===== src/rtl/sf_fifo_pkg.sv =====
package sf_fifo_pkg;
    typedef enum logic [1:0] {
        WR_IDLE  = 2'd0,
        WR_FRAME = 2'd1,
        WR_DROP  = 2'd2
    } wr_state_e;
endpackage


===== src/rtl/sf_fifo_store.sv =====
module sf_fifo_store #(
    parameter int WIDTH = 70,
    parameter int DEPTH = 64,
    localparam int AW = $clog2(DEPTH)
) (
    input  logic             clk,
    input  logic             wr_en,
    input  logic [AW-1:0]    wr_addr,
    input  logic [WIDTH-1:0] wr_word,
    input  logic [AW-1:0]    rd_addr,
    output logic [WIDTH-1:0] rd_word
);
    logic [WIDTH-1:0] cells [DEPTH];

    always_ff @(posedge clk) begin
        if (wr_en) begin
            cells[wr_addr] <= wr_word;
        end
    end

    assign rd_word = cells[rd_addr];
endmodule


===== src/rtl/sf_fifo_wr_ctl.sv =====
module sf_fifo_wr_ctl
    import sf_fifo_pkg::*;
#(
    parameter int DEPTH = 64,
    localparam int PW = $clog2(DEPTH) + 1
) (
    input  logic          clk,
    input  logic          rst_n,
    input  logic          sf_mode,
    input  logic          in_valid,
    input  logic          in_sop,
    input  logic          in_eop,
    input  logic          in_error,
    input  logic [PW-1:0] rd_ptr,
    output logic          in_ready,
    output logic          mem_we,
    output logic [PW-1:0] wr_ptr,
    output logic [PW-1:0] commit_ptr,
    output logic          overflow
);
    wr_state_e     st, st_n;
    logic [PW-1:0] wr_n, cm_n;
    logic          bad, bad_n, ovf_n;
    logic [PW-1:0] used;
    logic          full;

    assign used = wr_ptr - rd_ptr;
    assign full = (used == PW'(DEPTH));

    // state register
    always_ff @(posedge clk or negedge rst_n) begin
        if (!rst_n) begin
            st         <= WR_IDLE;
            wr_ptr     <= '0;
            commit_ptr <= '0;
            bad        <= 1'b0;
            overflow   <= 1'b0;
        end else begin
            st         <= st_n;
            wr_ptr     <= wr_n;
            commit_ptr <= cm_n;
            bad        <= bad_n;
            overflow   <= ovf_n;
        end
    end

    // next state and outputs
    always_comb begin
        st_n     = st;
        wr_n     = wr_ptr;
        cm_n     = commit_ptr;
        bad_n    = bad;
        ovf_n    = overflow;
        in_ready = 1'b0;
        mem_we   = 1'b0;
        unique case (st)
            WR_IDLE: begin
                in_ready = !full;
                if (in_valid && !full && in_sop) begin
                    mem_we = 1'b1;
                    wr_n   = wr_ptr + 1'b1;
                    if (in_eop) begin
                        if (sf_mode && in_error) begin
                            wr_n = commit_ptr;
                        end else begin
                            cm_n = wr_ptr + 1'b1;
                        end
                    end else begin
                        st_n  = WR_FRAME;
                        bad_n = in_error;
                        if (!sf_mode) begin
                            cm_n = wr_ptr + 1'b1;
                        end
                    end
                end
            end
            WR_FRAME: begin
                in_ready = sf_mode ? 1'b1 : !full;
                if (in_valid && in_ready) begin
                    if (full) begin
                        // only reachable in store-and-forward mode
                        wr_n  = commit_ptr;
                        ovf_n = 1'b1;
                        bad_n = 1'b0;
                        st_n  = in_eop ? WR_IDLE : WR_DROP;
                    end else begin
                        mem_we = 1'b1;
                        wr_n   = wr_ptr + 1'b1;
                        if (!sf_mode) begin
                            cm_n = wr_ptr + 1'b1;
                        end
                        if (in_eop) begin
                            st_n  = WR_IDLE;
                            bad_n = 1'b0;
                            if (sf_mode) begin
                                if (bad || in_error) begin
                                    wr_n = commit_ptr;
                                end else begin
                                    cm_n = wr_ptr + 1'b1;
                                end
                            end
                        end else begin
                            bad_n = bad | in_error;
                        end
                    end
                end
            end
            WR_DROP: begin
                in_ready = 1'b1;
                if (in_valid && in_eop) begin
                    st_n = WR_IDLE;
                end
            end
            default: begin
                st_n = WR_IDLE;
            end
        endcase
    end
endmodule


===== src/rtl/sf_fifo_rd_ctl.sv =====
module sf_fifo_rd_ctl #(
    parameter int DEPTH = 64,
    localparam int PW = $clog2(DEPTH) + 1
) (
    input  logic          clk,
    input  logic          rst_n,
    input  logic [PW-1:0] wr_ptr,
    input  logic [PW-1:0] commit_ptr,
    input  logic          out_ready,
    output logic          out_valid,
    output logic [PW-1:0] rd_ptr,
    output logic [PW-1:0] fill_level
);
    assign out_valid  = (rd_ptr != commit_ptr);
    assign fill_level = wr_ptr - rd_ptr;

    always_ff @(posedge clk or negedge rst_n) begin
        if (!rst_n) begin
            rd_ptr <= '0;
        end else if (out_valid && out_ready) begin
            rd_ptr <= rd_ptr + 1'b1;
        end
    end
endmodule


===== src/rtl/sf_packet_fifo.sv =====
module sf_packet_fifo #(
    parameter int DATA_W = 64,
    parameter int DEPTH  = 64,
    localparam int EMPTY_W = $clog2(DATA_W / 8),
    localparam int LVL_W   = $clog2(DEPTH) + 1
) (
    input  logic               clk,
    input  logic               rst_n,
    input  logic               sf_mode,
    input  logic               in_valid,
    output logic               in_ready,
    input  logic [DATA_W-1:0]  in_data,
    input  logic               in_sop,
    input  logic               in_eop,
    input  logic [EMPTY_W-1:0] in_empty,
    input  logic               in_error,
    output logic               out_valid,
    input  logic               out_ready,
    output logic [DATA_W-1:0]  out_data,
    output logic               out_sop,
    output logic               out_eop,
    output logic [EMPTY_W-1:0] out_empty,
    output logic               out_error,
    output logic [LVL_W-1:0]   fill_level,
    output logic               overflow
);
    localparam int AW      = $clog2(DEPTH);
    localparam int ENTRY_W = DATA_W + EMPTY_W + 3;

    logic [LVL_W-1:0]   wr_ptr, commit_ptr, rd_ptr;
    logic               mem_we;
    logic [ENTRY_W-1:0] wr_word, rd_word;

    assign wr_word = {in_error, in_sop, in_eop, in_empty, in_data};
    assign {out_error, out_sop, out_eop, out_empty, out_data} = rd_word;

    sf_fifo_wr_ctl #(.DEPTH(DEPTH)) u_wr (
        .clk        (clk),
        .rst_n      (rst_n),
        .sf_mode    (sf_mode),
        .in_valid   (in_valid),
        .in_sop     (in_sop),
        .in_eop     (in_eop),
        .in_error   (in_error),
        .rd_ptr     (rd_ptr),
        .in_ready   (in_ready),
        .mem_we     (mem_we),
        .wr_ptr     (wr_ptr),
        .commit_ptr (commit_ptr),
        .overflow   (overflow)
    );

    sf_fifo_rd_ctl #(.DEPTH(DEPTH)) u_rd (
        .clk        (clk),
        .rst_n      (rst_n),
        .wr_ptr     (wr_ptr),
        .commit_ptr (commit_ptr),
        .out_ready  (out_ready),
        .out_valid  (out_valid),
        .rd_ptr     (rd_ptr),
        .fill_level (fill_level)
    );

    sf_fifo_store #(.WIDTH(ENTRY_W), .DEPTH(DEPTH)) u_store (
        .clk     (clk),
        .wr_en   (mem_we),
        .wr_addr (wr_ptr[AW-1:0]),
        .wr_word (wr_word),
        .rd_addr (rd_ptr[AW-1:0]),
        .rd_word (rd_word)
    );
endmodule


===== config.mk =====
export PLATFORM = sky130hd
export DESIGN_NAME = sf_packet_fifo
export DESIGN_NICKNAME = d
export VERILOG_FILES = /design/src/rtl/sf_fifo_pkg.sv /design/src/rtl/sf_fifo_store.sv /design/src/rtl/sf_fifo_wr_ctl.sv /design/src/rtl/sf_fifo_rd_ctl.sv /design/src/rtl/sf_packet_fifo.sv
export SDC_FILE = /design/constraint.sdc
export NUM_CORES = 2
export LEC_CHECK = 0
export BUFFER_PORTS_ARGS = -buffer_cell sky130_fd_sc_hd__buf_2
export CORE_ASPECT_RATIO = 2
export CORE_MARGIN = 2
export CORE_UTILIZATION = 63
export CTS_BUF_LIST = sky130_fd_sc_hd__clkbuf_8 sky130_fd_sc_hd__clkbuf_16
export DETAILED_ROUTE_END_ITERATION = 7
export MAX_ROUTING_LAYER = met4
export PLACE_DENSITY = 0.79
export SLEW_MARGIN = 25
export SYNTH_ARGS = -nofsm -noshare
export SYNTH_HDL_FRONTEND = slang
export SYNTH_MEMORY_MAX_BITS = 65536
export SYNTH_SLANG_ARGS = --single-unit
export TNS_END_PERCENT = 30

===== constraint.sdc =====
create_clock -name clk -period 14.95 [get_ports clk]
set_clock_uncertainty 0.1 [all_clocks]
set_input_delay 3.7375 -clock clk [delete_from_list [all_inputs] [get_ports clk]]
set_output_delay 3.7375 -clock clk [all_outputs]
set_load 0.03 [all_outputs]

==> metrics list <==
* Status: completed
* Number of sinks handled by clock tree synthesis: 4505
- The number of clock buffers added by TritonCTS is 363.
* P&R area growth vs syn: 10.60%
* Number of antenna violations at the first check in global routing: 35
* Wire length of the first global-routing pass: 744700 um
- GRT overflow: 0
- Clock latency at the later pin of the worst-skew pair: between 900 and 1000 ps
* Summed negative setup slack over all endpoints: 0 ps
* Placer congestion estimate: 0.8359
- In the final layout, the share of cells above drive strength 1 is 33.69%.
- The worst hold path terminates at u_wr.overflow.
* Dpl hpwl: about 240000 um
- IR analysis of the VDD net gives a maximum drop of 0.0002280 V.
- At the worst endpoint, the required time is 11110 ps.
- The tool flagged a number of max-cap violations equal to 0.
* Detailed-route wire length per cell: 50.66 um
* Final Cycle Share: 68.41%
* Area enclosed by the die boundary: 276700 um^2
- The startpoint identified for the worst hold timing path is u_wr.overflow.
* Reg2Reg Depth: 12
- DIE HEIGHT: about 740 um
* Max-slew headroom at the worst pin: 19.98%
* Worst r2r dst: u_store.cells[13][29]
* Unrepaired setup endpoints after global routing: no
- Worst Tran Pin Value: around 1200 ps
* Achievable clock frequency: 97.78 MHz
* Footprint of the multi-input gates: 35260 um^2
- Including well taps, the total number of placed cells is 10170.
- In this run, post-CTS repair resized a total of 0 instances.
- The count of cells in the finished layout, fillers not included, comes to about 11000.
- The final layout contains 7077 nets.
- Worst setup path class: flop to output port
- In this run the clock root is driven by a sky130_fd_sc_hd__clkbuf_16.
* Number of port buffers: 154
* Post-detailed-routing wire length: 550400 um
- DRC violations left: 0
- For this configuration, the core starts out at a cell density of 63.14%.
- Counting flops and latches in the post-synthesis netlist gives 4505.
* Arr. time, crit path: 6390 ps
- The worst setup path is launched from a flop.
- Across every metal layer, demand over resource in global routing totals 41.42%.
- Counting distinct cell types in the post-synthesis netlist gives 63.
* Final hold violation count: 0
* Sequential share of the synthesized area: 78.81%
- In the final layout, flip-flops and latches occupy 135200 um^2.
- Using the TritonRoute via totals, the vias-per-cell ratio works out to 8.146.
- Die width: 372.9 um
* Max H-tree Level: 5
- Lkg Pwr: between 50 and 60 nW
- Number of instances in the synthesized netlist: 6610
- The layout has 13790 filler cells.
- In the synthesized netlist the async set-or-reset flop fraction comes to 0.5549%.
- Final critical delay including setup and external delays: 10230 ps
* Power per Cell Area: 185.7 nW/um^2
* Antenna violation net count after detailed routing: 0
- Yosys mapped a number of flops with a built-in enable equal to approximately 4500.
- After clock tree synthesis, the clock-pin slew on the worst setup and hold paths is 70 ps.
- Internal reg-to-reg setup slack: 7470 ps
* Net count after synthesis: 6694
* Type of element capturing the critical path: output port
* Number of core rows: 271
- Synth warnings: 0
* Cts-stage hold buffer count: 0
- The worst register-to-register path begins at u_rd.rd_ptr[1].
- Along the worst path, the maximum fanout reaches ~140.
- At the end of the flow the core is filled with cells to 69.83%.
* Post-synth design cell area: 171500 um^2
- Number of design-rule violations left by the first detailed-router iteration: roughly 17000
* Post-CTS setup buffers: 0
- For this design the top-level I/O count stands at 155.
- Final setup vio count: 0
- Counting instances, the worst hold path has a depth of 1.
* Primary FF master, synth: sky130_fd_sc_hd__edfxtp_1
- Maximum buffer depth of the clock tree: 4
- Entering global routing, the biggest net connects 158 pins.
* Iteration count of the initial detailed-routing pass: 8
- The detailed router placed 88500 vias in this run.
* Clock tree from TritonCTS: yes
- Vias in the first global route: 87930
* Core footprint: 271600 um^2
* Class of the tightest hold or removal check: flop to flop
- Mean Syn Cell Area: 25.94 um^2
- The max-slew violation count is 0.
==> state kept, by name, summed over array words and instances, names as in the netlist <==
register	flops
u_wr.overflow	1
u_wr.bad	1
u_rd.rd_ptr	7
u_wr.st	2
u_wr.wr_ptr	7
u_store.cells	4480
u_wr.commit_ptr	7
==> worst max path at each step <==
stage,end,slack (ps),startpoint,depth (start not counted)
CTS,out_data[46],4950,u_rd.rd_ptr[1],7
detailed placement,u_store.cells[13][30],5650,in_sop,7
global placement,out_data[46],5870,u_rd.rd_ptr[1],7
global route,out_data[45],4800,u_rd.rd_ptr[1],7
finish,out_data[45],4720,u_rd.rd_ptr[1],7
floorplan,u_store.cells[7][0],3180,in_valid,5
==> layout make-up <==
type,instances,share of cell area [%]
Antenna cell,38,0.05014
Clock buffer,372,4.902
Clock inverter,278,1.321
Inverter,11,0.02837
Multi-Input combinational cell,1745,18.59
Sequential cell,4505,71.27
Tap cell,3549,2.341
Timing Repair Buffer,367,1.501
==> layout by cell type, fill, tap and decap left out, drive strengths merged, types with 4 or more instances in the layout <==
cell and instances:
clkinvlp 26, or3 5, mux4 1470, nand4 7, xnor2 12, buf 367, nor4 4, diode 38
nand2 30, inv 78, o21ai 19, nor3 4, xor2 10, o22ai 4, nand2b 4, nor2b 4
clkbuf 372, nor2 78, ha 8, bufinv 41, and3 6, o31ai 6, clkinv 144, a21oi 13
edfxtp 4480, a21o 4, nand3 10, dfrtp 25
==> cells by family (layout without fill, tap and decap cells) <==
logic type                 after synthesis  after routing  synth area share [%]
buffers and inverters                  360           1028                0.9091
AOI/OAI and AO/OA                       75             75                0.3101
DFF                                   4505           4505                 78.81
and+or+nand+nor                        165            165                0.4567
muxes                                 1474           1474                 19.33
other                                    0             38                     0
xor gates and xnor gates                22             22                0.1124
adders and majority gates                9              9               0.07004
==> power by group <==
group          switching, mW  internal [mW]
clock                   4.72           5.26
sequential             0.269           14.2
combinational           6.10           4.72
==> per-layer routing <==
layer | global-route usage (%) | vias to the layer above | share of wire [%]
met1 | 47.31 | 45600 | 28
li1 | - | 29790 | -
met2 | 65.30 | 10480 | 49
met3 | 9.795 | 2633 | 13
met5 | - | - | 0
met4 | 28.99 | 0 | 9.1
==> critical path, stage by stage, from the launching register on <==
cell and delay, ps:
sky130_fd_sc_hd__dfrtp_4 1070, sky130_fd_sc_hd__buf_4 720, sky130_fd_sc_hd__buf_12 690, sky130_fd_sc_hd__buf_4 930
sky130_fd_sc_hd__mux4_2 480, sky130_fd_sc_hd__mux4_2 520, sky130_fd_sc_hd__mux4_2 490, sky130_fd_sc_hd__buf_2 200
==> cell usage after synthesis (all sizes together) (3+ instances only) <==
cell	count	share of area [%]
nand2b	4	0.015
o22ai	4	0.015
o221ai	3	0.015
mux4	1470	19
xor2	10	0.051
nor2	78	0.18
o211ai	3	0.013
nor2b	4	0.015
a21o	4	0.018
or3	5	0.018
ha	8	0.058
a21oi	13	0.040
nand4	7	0.026
edfxtp	4480	78
or4b	3	0.018
mux2	3	0.020
nor4	4	0.018
o21a	3	0.013
xnor2	12	0.061
and3	6	0.022
dfrtp	25	0.36
nand3	10	0.029
nand4b	3	0.015
nand2	30	0.066
o31ai	6	0.034
o21ai	19	0.060
buf	158	0.47
nor3	4	0.012
inv	10	0.022
nand3b	3	0.013
clkbuf	191	0.42
==> through the flow <==
step | worst slack (ps) | power [mW] | area [um^2] | hold WS [ps]
after floorplan | 3182 | 21.73 | 171500 | 401.0
after global placement | 5869 | 24.55 | 177400 | 349.1
after CTS | 4949 | 35.04 | 189300 | 354.9
after global routing | 4800 | 35.73 | 189600 | 377.8
after detailed placement | 5655 | 24.76 | 177500 | 340.6
final | 4723 | 35.22 | 189700 | 351.1
(Power assumes the default switching activity.)
